===== src/rtl/byte_half_select_pkg.sv =====
// Shared definitions for the lane select unit.
// Assumes lanes are numbered little-endian from bit 0 upward.
package byte_half_select_pkg;

    // Width of one narrow lane kind, selected by the size input.
    typedef enum logic {
        LANE_BYTE = 1'b0,
        LANE_HALF = 1'b1
    } lane_size_e;

    localparam int unsigned BYTE_BITS = 8;
    localparam int unsigned HALF_BITS = 16;

endpackage


===== src/rtl/sel_offset_mux.sv =====
// Chooses the byte offset from either the register operand or the
// immediate field. Assumes IMM_W and SEL_W are both at least OFS_W;
// only the low OFS_W bits of each source are meaningful.
module sel_offset_mux #(
    parameter int unsigned SEL_W = 32,
    parameter int unsigned IMM_W = 4,
    parameter int unsigned OFS_W = 2
) (
    input  logic [OFS_W-1:0] reg_ofs,
    input  logic [OFS_W-1:0] imm_ofs,
    input  logic             use_imm,
    output logic [OFS_W-1:0] ofs
);

    // Pick the offset source.
    always_comb begin
        ofs = use_imm ? imm_ofs : reg_ofs;
    end

endmodule


===== src/rtl/sel_lane_extract.sv =====
// Splits the source word into byte and halfword lanes and returns the
// lane named by the offset, right-aligned, plus that lane's top bit.
// Assumes WORD_W is a multiple of 16 and at least 32. Halfword lanes
// use only the offset bits above bit 0.
module sel_lane_extract
    import byte_half_select_pkg::*;
#(
    parameter int unsigned WORD_W = 32,
    parameter int unsigned OFS_W  = 2
) (
    input  logic [WORD_W-1:0]    src_word,
    input  logic [OFS_W-1:0]     ofs,
    input  lane_size_e           lane_size,
    output logic [HALF_BITS-1:0] narrow,
    output logic                 lane_msb
);

    localparam int unsigned BYTES  = WORD_W / BYTE_BITS;
    localparam int unsigned HALVES = WORD_W / HALF_BITS;

    logic [BYTE_BITS-1:0] byte_lane [BYTES];
    logic [HALF_BITS-1:0] half_lane [HALVES];
    logic [BYTE_BITS-1:0] byte_pick;
    logic [HALF_BITS-1:0] half_pick;

    for (genvar gb = 0; gb < BYTES; gb++) begin : g_bytes
        assign byte_lane[gb] = src_word[gb*BYTE_BITS +: BYTE_BITS];
    end

    for (genvar gh = 0; gh < HALVES; gh++) begin : g_halves
        assign half_lane[gh] = src_word[gh*HALF_BITS +: HALF_BITS];
    end

    // Index each lane array by its share of the offset.
    always_comb begin
        byte_pick = byte_lane[ofs];
        half_pick = half_lane[ofs[OFS_W-1:1]];
    end

    // Present the chosen lane and its top bit.
    always_comb begin
        if (lane_size == LANE_HALF) begin
            narrow   = half_pick;
            lane_msb = half_pick[HALF_BITS-1];
        end else begin
            narrow   = {{(HALF_BITS-BYTE_BITS){1'b0}}, byte_pick};
            lane_msb = byte_pick[BYTE_BITS-1];
        end
    end

endmodule


===== src/rtl/sel_extend.sv =====
// Widens a right-aligned lane to a full word, filling the upper bits
// with zeros or with the lane's top bit. Assumes narrow holds a byte in
// its low 8 bits when lane_size is byte.
module sel_extend
    import byte_half_select_pkg::*;
#(
    parameter int unsigned WORD_W = 32
) (
    input  logic [HALF_BITS-1:0] narrow,
    input  logic                 lane_msb,
    input  lane_size_e           lane_size,
    input  logic                 sign_req,
    output logic [WORD_W-1:0]    wide
);

    logic fill;

    // Fill bit is the lane's top bit only when sign extension is asked for.
    always_comb begin
        fill = sign_req & lane_msb;
    end

    // Build the full-width word for the selected lane size.
    always_comb begin
        if (lane_size == LANE_HALF) begin
            wide = {{(WORD_W-HALF_BITS){fill}}, narrow};
        end else begin
            wide = {{(WORD_W-BYTE_BITS){fill}}, narrow[BYTE_BITS-1:0]};
        end
    end

endmodule


===== src/rtl/byte_half_select.sv =====
// Lane select unit: picks a byte or halfword from src_word at a byte
// offset taken from sel_reg or sel_imm and widens it to WORD_W bits.
// Register-indexed selection always zero-extends; immediate-indexed
// selection sign-extends when signed_en is set. One register stage with
// synchronous active-low reset holds the result.
module byte_half_select
    import byte_half_select_pkg::*;
#(
    parameter int unsigned WORD_W = 32,
    parameter int unsigned IMM_W  = 4
) (
    input  logic              clk,
    input  logic              rst_n,
    input  logic [WORD_W-1:0] src_word,
    input  logic [WORD_W-1:0] sel_reg,
    input  logic [IMM_W-1:0]  sel_imm,
    input  logic              size_half,
    input  logic              signed_en,
    input  logic              use_imm,
    output logic [WORD_W-1:0] result
);

    localparam int unsigned OFS_W = $clog2(WORD_W / BYTE_BITS);

    logic [OFS_W-1:0]     ofs;
    logic [HALF_BITS-1:0] narrow;
    logic                 lane_msb;
    logic [WORD_W-1:0]    wide;
    lane_size_e           lane_size;
    logic                 sign_req;
    logic                 unused_sel_hi;

    // Offset bits above the lane index carry no meaning here.
    assign unused_sel_hi = ^{sel_reg[WORD_W-1:OFS_W], sel_imm[IMM_W-1:OFS_W]};

    // Decode the size and the effective signedness.
    always_comb begin
        lane_size = size_half ? LANE_HALF : LANE_BYTE;
        sign_req  = signed_en & use_imm;
    end

    sel_offset_mux #(
        .SEL_W (WORD_W),
        .IMM_W (IMM_W),
        .OFS_W (OFS_W)
    ) ofs_mux_i (
        .reg_ofs (sel_reg[OFS_W-1:0]),
        .imm_ofs (sel_imm[OFS_W-1:0]),
        .use_imm (use_imm),
        .ofs     (ofs)
    );

    sel_lane_extract #(
        .WORD_W (WORD_W),
        .OFS_W  (OFS_W)
    ) extract_i (
        .src_word  (src_word),
        .ofs       (ofs),
        .lane_size (lane_size),
        .narrow    (narrow),
        .lane_msb  (lane_msb)
    );

    sel_extend #(
        .WORD_W (WORD_W)
    ) extend_i (
        .narrow    (narrow),
        .lane_msb  (lane_msb),
        .lane_size (lane_size),
        .sign_req  (sign_req),
        .wide      (wide)
    );

    // Register the widened lane; clear it in reset.
    always_ff @(posedge clk) begin
        if (!rst_n) begin
            result <= '0;
        end else begin
            result <= wide;
        end
    end

endmodule


===== config.mk =====
export PLATFORM = sky130hd
export DESIGN_NAME = byte_half_select
export DESIGN_NICKNAME = d
export VERILOG_FILES = /design/src/rtl/byte_half_select_pkg.sv /design/src/rtl/sel_offset_mux.sv /design/src/rtl/sel_lane_extract.sv /design/src/rtl/sel_extend.sv /design/src/rtl/byte_half_select.sv
export SDC_FILE = /design/constraint.sdc
export NUM_CORES = 1
export LEC_CHECK = 0
export BUFFER_PORTS_ARGS = -buffer_cell sky130_fd_sc_hd__buf_2
export CAP_MARGIN = 20
export CORE_MARGIN = 1.5
export CORE_UTILIZATION = 43
export DETAILED_ROUTE_END_ITERATION = 8
export HOLD_SLACK_MARGIN = 0.03
export PLACE_DENSITY_LB_ADDON = 0.15
export REMOVE_ABC_BUFFERS = 1
export SYNTH_ARGS = -nofsm -noshare
export SYNTH_HDL_FRONTEND = slang
export SYNTH_HIERARCHICAL = 1
export SYNTH_SLANG_ARGS = --single-unit

===== constraint.sdc =====
create_clock -name clk -period 2.25 [get_ports clk]
set_input_delay 0.1125 -clock clk [delete_from_list [all_inputs] [get_ports clk]]
set_output_delay 0.1125 -clock clk [all_outputs]
set_load 0.03 [all_outputs]

* After elaboration in Yosys (flattened, before gate mapping)
Index checks and enable logic that the tools add are counted.
** Word-level totals
- Register bits :: 17
- Logic and storage cells :: 18
- Output and inout bits :: 32
** Cells by class
- Muxes and demuxes :: 11
- Magnitude comparators :: 2
- Bitwise logic cells :: 4
** Operators by type and width (count)
- $mux W16 :: 5
- $bmux W8 S2 :: 1
- $mux W8 :: 2
- $ge A3 B3 Y1 const B :: 1
- $not A2 Y3 :: 1
- $and A1 B1 Y1 :: 2
- $ge A2 B2 Y1 const B :: 1
- $mux W1 :: 2
- $mux W2 :: 1
- $not A1 Y2 :: 1

* Logic depth before layout (Yosys ltp)
Gate-level depths: netlist (run 1).
- Depth after elaboration :: 8
- Gate-level depth with buffers :: 8

* Modules after synthesis
The synthesis (run 1) kept the hierarchy.
** By module, submodules not included
- byte_half_select :: sequential area each 640.6 um^2, area an instance 902.1 um^2, times used 1, cells an instance 68
- sel_lane_extract :: sequential area each 0.0 um^2, area an instance 405.4 um^2, times used 1, cells an instance 30
- sel_extend :: sequential area each 0.0 um^2, area an instance 277.8 um^2, times used 1, cells an instance 43
- sel_offset_mux :: sequential area each 0.0 um^2, area an instance 22.5 um^2, times used 1, cells an instance 2

* Worst setup path before layout (run 1)
Ideal clock, no wire load.
- Path type :: input to register
- Start point :: in use_imm
- End point :: reg, netlist name result[16]
- Buffers on the path :: 2
- Arrival :: 1.707 ns
- Stages :: 6
- Required time :: 2.134 ns
- Setup slack :: 0.427 ns
- Path through :: mux2_2 > buf_6 > mux4_1 > and2_1 > buf_4 > and2_2
** Between the ends
- Word-level cells in the longest chain between the ends :: 7
** RTL lines
- start, declared :: line byte_half_select.sv:19 : input logic use_imm,
- $mux W2 (*) :: line sel_offset_mux.sv:17 : ofs = use_imm ? imm_ofs : reg_ofs;
- $not A2 Y3 (implied by the code) or $not A1 Y2 (tied branches) :: line sel_lane_extract.sv:36, sel_lane_extract.sv:37
- $bmux W8 S2 or $mux W16 (tied branches) :: line sel_lane_extract.sv:36, sel_lane_extract.sv:37
- $mux W8 (implied by the code) or $mux W16 (tied branches) (2 in a row) :: line sel_lane_extract.sv:36, sel_lane_extract.sv:37
- $mux W1 (*) :: line sel_lane_extract.sv:42 : if (lane_size == LANE_HALF) begin
- via lane_msb :: line byte_half_select.sv:27 : logic lane_msb;
- $and A1 B1 Y1 (*) :: line sel_extend.sv:20 : fill = sign_req & lane_msb;
- via extend_i.fill :: line sel_extend.sv:16 : logic fill;
Mark *: on every way through the listed nets, which the timed path passes. The rest lies on a longest branch. The select of a mux whose other input is x is not followed.
A chain may end at the register's enable or synchronous reset.

* Worst setup path after layout (run 1)
- Start point :: in use_imm
- End point :: reg, netlist name result[31]
** Between the ends
- Word-level cells in the longest chain between the ends :: 7
** RTL lines
- $mux W2 (*) :: line sel_offset_mux.sv:17
- via ofs[1] :: line byte_half_select.sv:25 : logic [OFS_W-1:0] ofs;
- $not A2 Y3 (implied by the code) or $not A1 Y2 (tied branches) :: line sel_lane_extract.sv:36, sel_lane_extract.sv:37
- $bmux W8 S2 or $mux W16 (tied branches) :: line sel_lane_extract.sv:36, sel_lane_extract.sv:37
- $mux W8 (implied by the code) or $mux W16 (tied branches) (2 in a row) :: line sel_lane_extract.sv:36, sel_lane_extract.sv:37
- $mux W1 (*) :: line sel_lane_extract.sv:42
- via lane_msb :: line byte_half_select.sv:27
- $and A1 B1 Y1 (*) :: line sel_extend.sv:20
- via wide[16] :: line byte_half_select.sv:28 : logic [WORD_W-1:0] wide;
Marked as above.

==> metrics.txt, run 1 <==
Switch Pwr=335 µW; Cell Int Power=1.10 mW; gate count of the mapped netlist=143; Antenna Diode Count=0; worst-path maximum fanout=16; logic gate share of total power=17.5%; Max-slew headroom=73.2%; share of power burned in the clock network=40.6%; cell family contributing the most delay on the critical path=multiplexers; largest net degree at the start of global routing=33; via density per instance=4.54; number of design-rule violations left by the first detailed-router iteration=42; unrepaired setup endpoints after global routing=no; share of the synthesized area in the top cell type=39.8%; number of antenna violations at the first check in global routing=0; top flop regs=result x32; Detail Route Antenna Nets=0; Max VDD drop=0.415 mV; Avg Cell Area, Syn=11.2 µm²; remaining global-route overflow=0; Clock Root Buffer=sky130_fd_sc_hd__clkbuf_8; ports placed on the boundary=105; Worst setup SP type=primary input; total of fill cells in the finished design=366; vias in the first global route=1047; Final Critical Period=1430 ps; Routability Congestion=0.779; clock tree from TritonCTS=yes; Die Span Y=64.1 µm; Std-Cell Rows=22; TritonCTS Buffers=5; H-tree depth=2; Hold WC Path Type=primary input to flop; via count=1099; # clock sinks=32; kind of capture point of the worst setup path=flop; 1st-pass router iterations=4; P_leak=1.03 nW; crit path to=result[31]; Reg clk slew, reported paths=70 ps; starting utilization of the core area=44.2%; Worst path max stage delay=510 ps; Hold WS=250 ps; Final setup violation count=0; FF+latch count, synth=32; total routed wirelength=2.70 mm; Total Neg Setup Slack=0 ps; CP Cell Sequence=buf_2, mux2_2, mux4_1, and2_1, and2_2; number of buffers on the longest clock path=2; layout cells sized above 1=61.3%; area of the die=4110 µm²; Worst setup startpoint=use_imm; status=completed; signed area change from the synthesized netlist to the final layout=19.8%; max-cap violation count=0; category of the most critical setup path=primary input to flop; Hold-fix buffers, CTS=0; Worst Hold Path Cells=3; fmax=697 MHz; fraction of the yosys area taken by sequential cells=39.8%; core region area=3630 µm²; port buffer count=72; HPWL after detailed placement=2.08 mm; most area-hungry cell type in the Yosys netlist=sky130_fd_sc_hd__dfxtp_1; Overall Global Routing Usage=14.1%; total number of cells along the worst setup path=5; post-route DRC violation count=0; global-route wire length before repair=4.35 mm; Reg with most FFs=result; part of the total power dissipated in sequential elements=41.9%; required arrival time at the worst endpoint=2420 ps; top post-synthesis cells by area=sky130_fd_sc_hd__dfxtp_1, sky130_fd_sc_hd__and2_2, sky130_fd_sc_hd__mux4_1; Pwr Total=1.44 mW; average wire per standard cell=11.2 µm; Hold Fails Final Rpt=0; buffers inserted by post-CTS timing repair=0; number of gates given a new drive strength after cts=0; final number of max-transition violations=0; number of different library cells in the post-synthesis netlist=17; period utilisation layout=63.8%; post-layout net count=266; Netlist Area Pre-Place=1610 µm²; P per Cell Area=747 nW/µm²; Worst-Margin Slew=402 ps; flip-flop count of the largest register after layout=32; Max stage delay cell, worst path=sky130_fd_sc_hd__mux4_1; data arrival at the endpoint of the critical path=1600 ps; net switching share of the total power=23.3%; count of buffer and inverter cells on the critical path=1; total of warnings raised by yosys=6; Die X=64.1 µm
==> cells by family after synthesis <==
family	count (synthesis)	share of synthesized area [%]
buffers and inverters	31	15.1
AND/OR/NAND/NOR	61	24.4
multiplexers	19	20.6
flip-flops	32	39.8
==> cell usage after synthesis (all sizes together) <==
library cell   n
mux2           2
nand2b         1
dfxtp         32
nand3b         1
clkbuf         3
mux4           9
mux2i          8
and2          34
buf           28
nand2         16
nor2           1
nor2b          8
==> cell usage in the layout (no fill, tap or decap) <==
cell type / instances
sky130_fd_sc_hd__nand3b_4: 1
sky130_fd_sc_hd__mux4_1: 7
sky130_fd_sc_hd__nor2b_1: 8
sky130_fd_sc_hd__mux2i_1: 8
sky130_fd_sc_hd__nor2_1: 1
sky130_fd_sc_hd__nand2b_1: 1
sky130_fd_sc_hd__bufinv_16: 1
sky130_fd_sc_hd__buf_4: 2
sky130_fd_sc_hd__buf_2: 72
sky130_fd_sc_hd__dfxtp_1: 32
sky130_fd_sc_hd__mux4_2: 2
sky130_fd_sc_hd__nand2_1: 16
sky130_fd_sc_hd__clkbuf_8: 7
sky130_fd_sc_hd__and2_2: 32
sky130_fd_sc_hd__and2_1: 2
sky130_fd_sc_hd__mux2_2: 2
==> how the worst min path moves through the flow <==
stage	from	endpoint
3_5_place_dp	src_word[21]	result[5]
2_1_floorplan	rst_n	result[0]
4_1_cts	src_word[17]	result[1]
3_3_place_gp	src_word[17]	result[1]
5_1_grt	src_word[17]	result[1]
6_report	src_word[17]	result[1]
==> stage by stage <==
step | setup slack (ps) | utilization (%) | instance area (µm²) | cells
final | 815 | 53.0 | 1930 | 242
after global routing | 759 | 53.0 | 1930 | 242
after detailed placement | 518 | 49.6 | 1800 | 234
after floorplan | 429 | - | 1370 | 112
after CTS | 812 | 53.0 | 1930 | 242
after global placement | 538 | 49.6 | 1800 | 234
==> routing by layer <==
metal  up-vias  track usage (%)  part of all wire, %
li1        544                -                    -
met1       506             13.4                   37
met2        44             27.0                   52
met5         -                0                    0
met4         0             4.79                  1.5
met3         5             5.81                  9.0
==> power by group through the flow <==
| stage | combinational (mW) | sequential (mW) | clock, mW |
|---|---|---|---|
| floorplan | 0.101 | 0.678 | 0 |
| global placement | 0.249 | 0.615 | 0 |
| detailed placement | 0.255 | 0.617 | 0 |
| CTS | 0.255 | 0.604 | 0.601 |
| global route | 0.273 | 0.606 | 0.632 |
| finish | 0.251 | 0.604 | 0.585 |
==> area by class of cell <==
cell class | count | area (µm²) | share of cell area, %
multi-input combinational | 80 | 724 | 37.6
clock inverter | 1 | 30.0 | 1.56
tap | 48 | 60.1 | 3.12
sequential | 32 | 641 | 33.2
timing repair buffer | 74 | 375 | 19.5
clock buffer | 7 | 96.3 | 5.00
Note: power is estimated with default switching activity, not from simulation.
==> run 2, diff against run 1 <==
==> constraint.sdc (replaced) <==
create_clock -name clk -period 1.38 [get_ports clk]
set_input_delay 0.069 -clock clk [delete_from_list [all_inputs] [get_ports clk]]
set_output_delay 0.069 -clock clk [all_outputs]
set_load 0.03 [all_outputs]
==> metrics.txt, run 2 (synthesis results as in run 1) <==
remaining global-route overflow=0; Worst setup startpoint=use_imm; Die Span Y=64.1 µm; P_leak=1.03 nW; Worst setup SP type=primary input; H-tree depth=2; Max-slew headroom=72.8%; via count=1083; global-route wire length before repair=4.65 mm; post-layout net count=267; Hold-fix buffers, CTS=0; Max VDD drop=0.458 mV; layout cells sized above 1=61.5%; number of design-rule violations left by the first detailed-router iteration=22; signed area change from the synthesized netlist to the final layout=20.1%; final number of max-transition violations=0; leading cell type in the layout, fill and taps excluded=sky130_fd_sc_hd__buf_2; status=completed; 1st-pass router iterations=2; P per Cell Area=1170 nW/µm²; Final setup violation count=0; Hold Fails Final Rpt=0; worst-path maximum fanout=16; ports placed on the boundary=105; largest net degree at the start of global routing=33; max-cap violation count=0; required arrival time at the worst endpoint=1560 ps; Worst Setup Slack, final=75.8 ps; flip-flop count of the largest register after layout=32; buffers inserted by post-CTS timing repair=0; Routability Congestion=0.771; commonest cells after routing, fill and taps aside=sky130_fd_sc_hd__buf_2, sky130_fd_sc_hd__and2_2, sky130_fd_sc_hd__dfxtp_1; Place WS=-307 ps; kind of capture point of the worst setup path=flop; fmax=767 MHz; total routed wirelength=2.75 mm; crit path to=result[4]; number of antenna violations at the first check in global routing=0; period utilisation layout=94.5%; hold path start=src_word[17]; Worst-Margin Slew=408 ps; clock tree from TritonCTS=yes; number of buffers on the longest clock path=2; Die X=64.1 µm; port buffer count=72; # clock sinks=32; vias in the first global route=1093; TritonCTS Buffers=5; top flop regs=result x32; starting utilization of the core area=44.2%; Antenna Diode Count=0; via density per instance=4.46; average wire per standard cell=11.3 µm; unrepaired setup endpoints after global routing=no; core region area=3630 µm²; HPWL after detailed placement=2.07 mm; Detail Route Antenna Nets=0; area of the die=4110 µm²; Clock Root Buffer=sky130_fd_sc_hd__clkbuf_8; post-route DRC violation count=0; Reg with most FFs=result; final core utilization=53.1%; category of the most critical setup path=primary input to flop; Overall Global Routing Usage=14.7%; Hold WC Path Type=primary input to flop; data arrival at the endpoint of the critical path=1480 ps; Std-Cell Rows=22; Final Critical Period=1300 ps; Reg clk slew, reported paths=60 ps
-- run 2: cell types whose count changed in the layout (fill, tap and decap cells not counted), sizes merged --
cell and delta:
buf +1, clkinv +1, clkbuf -1
-- run 2: routing by layer --
metal | vias up | GRT usage [%] | wire, µm
met4 | 0 | 5.59 | 42
met1 | 484 | 14.2 | 1040
met2 | 44 | 27.7 | 1410
met5 | - | 0 | 0
li1 | 549 | - | -
met3 | 6 | 5.99 | 255
-- run 2: layout make-up --
cell class                 count  area [µm²]
clock inverter                 2        35.0
tap                           48        60.1
fill                         363        1700
sequential                    32         641
timing repair buffer          75         395
multi-input combinational     80         727
clock buffer                   6        72.6
-- run 2: where the power goes --
group | internal (mW) | switching [mW] | total (mW)
registers | 0.973 | 0.0109 | 0.984
clock network | 0.535 | 0.323 | 0.858
logic | 0.200 | 0.221 | 0.421
total | 1.71 | 0.555 | 2.26
-- run 2: timing repair --
action	CTS	global route
pin swaps	0	0
gates resized for setup	1	1
setup endpoints to repair	12	15
-- run 2: worst min path at each step --
stage	cells past startpoint	slack, ps	endpoint
global placement	3	480	result[1]
floorplan	1	210	result[0]
finish	3	200	result[1]
global route	3	210	result[5]
detailed placement	3	490	result[5]
CTS	3	200	result[1]
-- run 2: per-stage QoR --
stage	TNS, ps	hold slack (ps)	instance area [µm²]	power, mW	cells
2_1_floorplan	-9030	205	1370	1.27	112
3_3_place_gp	-6890	485	1820	1.42	235
3_5_place_dp	-7860	491	1820	1.43	235
4_1_cts	0	195	1930	2.30	243
5_1_grt	0	207	1930	2.38	243
6_report	0	202	1930	2.26	243
-- run 2: critical path: stages --
cell and delay, ps:
sky130_fd_sc_hd__buf_2 110, sky130_fd_sc_hd__mux2_2 240, sky130_fd_sc_hd__buf_4 270, sky130_fd_sc_hd__mux4_1 590
sky130_fd_sc_hd__and2_2 200
==> run 3, diff against run 2 <==
--- a/config.mk
+++ b/config.mk
@@ -7,6 +7,7 @@
 export LEC_CHECK = 0
 export BUFFER_PORTS_ARGS = -buffer_cell sky130_fd_sc_hd__buf_2
 export CAP_MARGIN = 20
+export CORE_ASPECT_RATIO = 0.7
 export CORE_MARGIN = 1.5
 export CORE_UTILIZATION = 43
 export DETAILED_ROUTE_END_ITERATION = 8
==> metrics.txt, run 3 (synthesis results as in run 1) <==
Hold Fails Final Rpt=0; area of the die=4120 µm²; final core utilization=54.3%; leading cell type in the layout, fill and taps excluded=sky130_fd_sc_hd__buf_2; Reg clk slew, reported paths=60 ps; Reg with most FFs=result; Worst setup SP type=primary input; Hold WS=215 ps; commonest cells after routing, fill and taps aside=sky130_fd_sc_hd__buf_2, sky130_fd_sc_hd__and2_2, sky130_fd_sc_hd__dfxtp_1; total number of cells along the worst setup path=8; CP Cell Sequence=buf_2, mux2_2, nor2_2, mux4_2, buf_4, nand3b_4, nand2_1, and2_2; post-route DRC violation count=0; count of buffer and inverter cells on the critical path=2; HPWL after detailed placement=2.11 mm; Hold WC Path Type=primary input to flop; Worst path max stage delay=360 ps; ports placed on the boundary=105; TritonCTS Buffers=5; post-layout net count=269; starting utilization of the core area=45.2%; P per Cell Area=1100 nW/µm²; cell family contributing the most delay on the critical path=multiplexers; Worst setup startpoint=use_imm; layout cells sized above 1=62.4%; total routed wirelength=2.74 mm; number of buffers on the longest clock path=2; status=completed; crit path to=result[11]; category of the most critical setup path=primary input to flop; via density per instance=4.27; Max VDD drop=0.418 mV; signed area change from the synthesized netlist to the final layout=20.2%; period utilisation layout=93.9%; Clock Root Buffer=sky130_fd_sc_hd__clkbuf_8; fmax=771 MHz; Antenna Diode Count=0; port buffer count=72; worst-path maximum fanout=8; clock tree from TritonCTS=yes; Routability Congestion=0.793; Std-Cell Rows=18; flip-flop count of the largest register after layout=32; number of antenna violations at the first check in global routing=0; global-route wire length before repair=4.29 mm; via count=1054; # clock sinks=32; Detail Route Antenna Nets=0; average wire per standard cell=11.1 µm; remaining global-route overflow=0; buffers inserted by post-CTS timing repair=0; kind of capture point of the worst setup path=flop; number of design-rule violations left by the first detailed-router iteration=41; final number of max-transition violations=0; unrepaired setup endpoints after global routing=no; Overall Global Routing Usage=14.4%; required arrival time at the worst endpoint=1550 ps; vias in the first global route=984; 1st-pass router iterations=4; data arrival at the endpoint of the critical path=1460 ps; Die Span Y=54.2 µm; Final Critical Period=1300 ps; max-cap violation count=0; Final setup violation count=0; top flop regs=result x32; core region area=3560 µm²; Max stage delay cell, worst path=sky130_fd_sc_hd__mux2_2; Die X=76.1 µm; P_leak=1.03 nW; Max-slew headroom=74.6%; largest net degree at the start of global routing=33; H-tree depth=2; Worst-Margin Slew=381 ps
[run 3: layout make-up]
cell class              count  area (µm²)
clock buffers               8        90.1
fillers                   350        1630
well taps                  50        62.6
flip-flops and latches     32         641
multi-input cells          80         728
repair buffers             77         410
[run 3: what timing repair did]
| action | CTS | global route |
|---|---|---|
| gates resized for setup | 0 | 4 |
| setup endpoints to repair | 0 | 24 |
| hold buffers | 0 | 0 |
[run 3: worst min-delay path by stage]
| stage | slack [ps] | end | cells past startpoint | startpoint |
|---|---|---|---|---|
| 4_1_cts | 210 | result[4] | 3 | src_word[20] |
| 5_1_grt | 210 | result[0] | 3 | src_word[16] |
| 2_1_floorplan | 210 | result[0] | 1 | rst_n |
| 3_3_place_gp | 490 | result[2] | 3 | src_word[18] |
| 3_5_place_dp | 500 | result[4] | 3 | src_word[20] |
| 6_report | 220 | result[3] | 3 | src_word[19] |
[run 3: layer usage]
| metal | share of wire (%) | vias up | global-route usage, % |
|---|---|---|---|
| met5 | 0 | - | 0 |
| met4 | 1.4 | 0 | 8.33 |
| met3 | 7.7 | 6 | 6.61 |
| met2 | 48 | 41 | 25.5 |
| met1 | 43 | 455 | 14.6 |
| li1 | - | 552 | - |
[run 3: power breakdown]
group | internal [mW] | total, mW | switching (mW)
Clock | 0.406 | 0.710 | 0.304
Sequential | 0.973 | 0.983 | 0.00965
Combinational | 0.208 | 0.432 | 0.224
Total | 1.59 | 2.12 | 0.538
[run 3: per-stage QoR]
step | setup TNS (ps) | setup slack, ps | power (mW) | area (µm²) | std cells
2_1_floorplan | -9030 | -398 | 1.27 | 1370 | 112
3_3_place_gp | -6240 | -223 | 1.43 | 1840 | 239
3_5_place_dp | -7480 | -265 | 1.44 | 1840 | 239
4_1_cts | 0 | 31.3 | 2.15 | 1930 | 247
5_1_grt | 0 | 16.3 | 2.22 | 1930 | 247
6_report | 0 | 83.8 | 2.12 | 1930 | 247
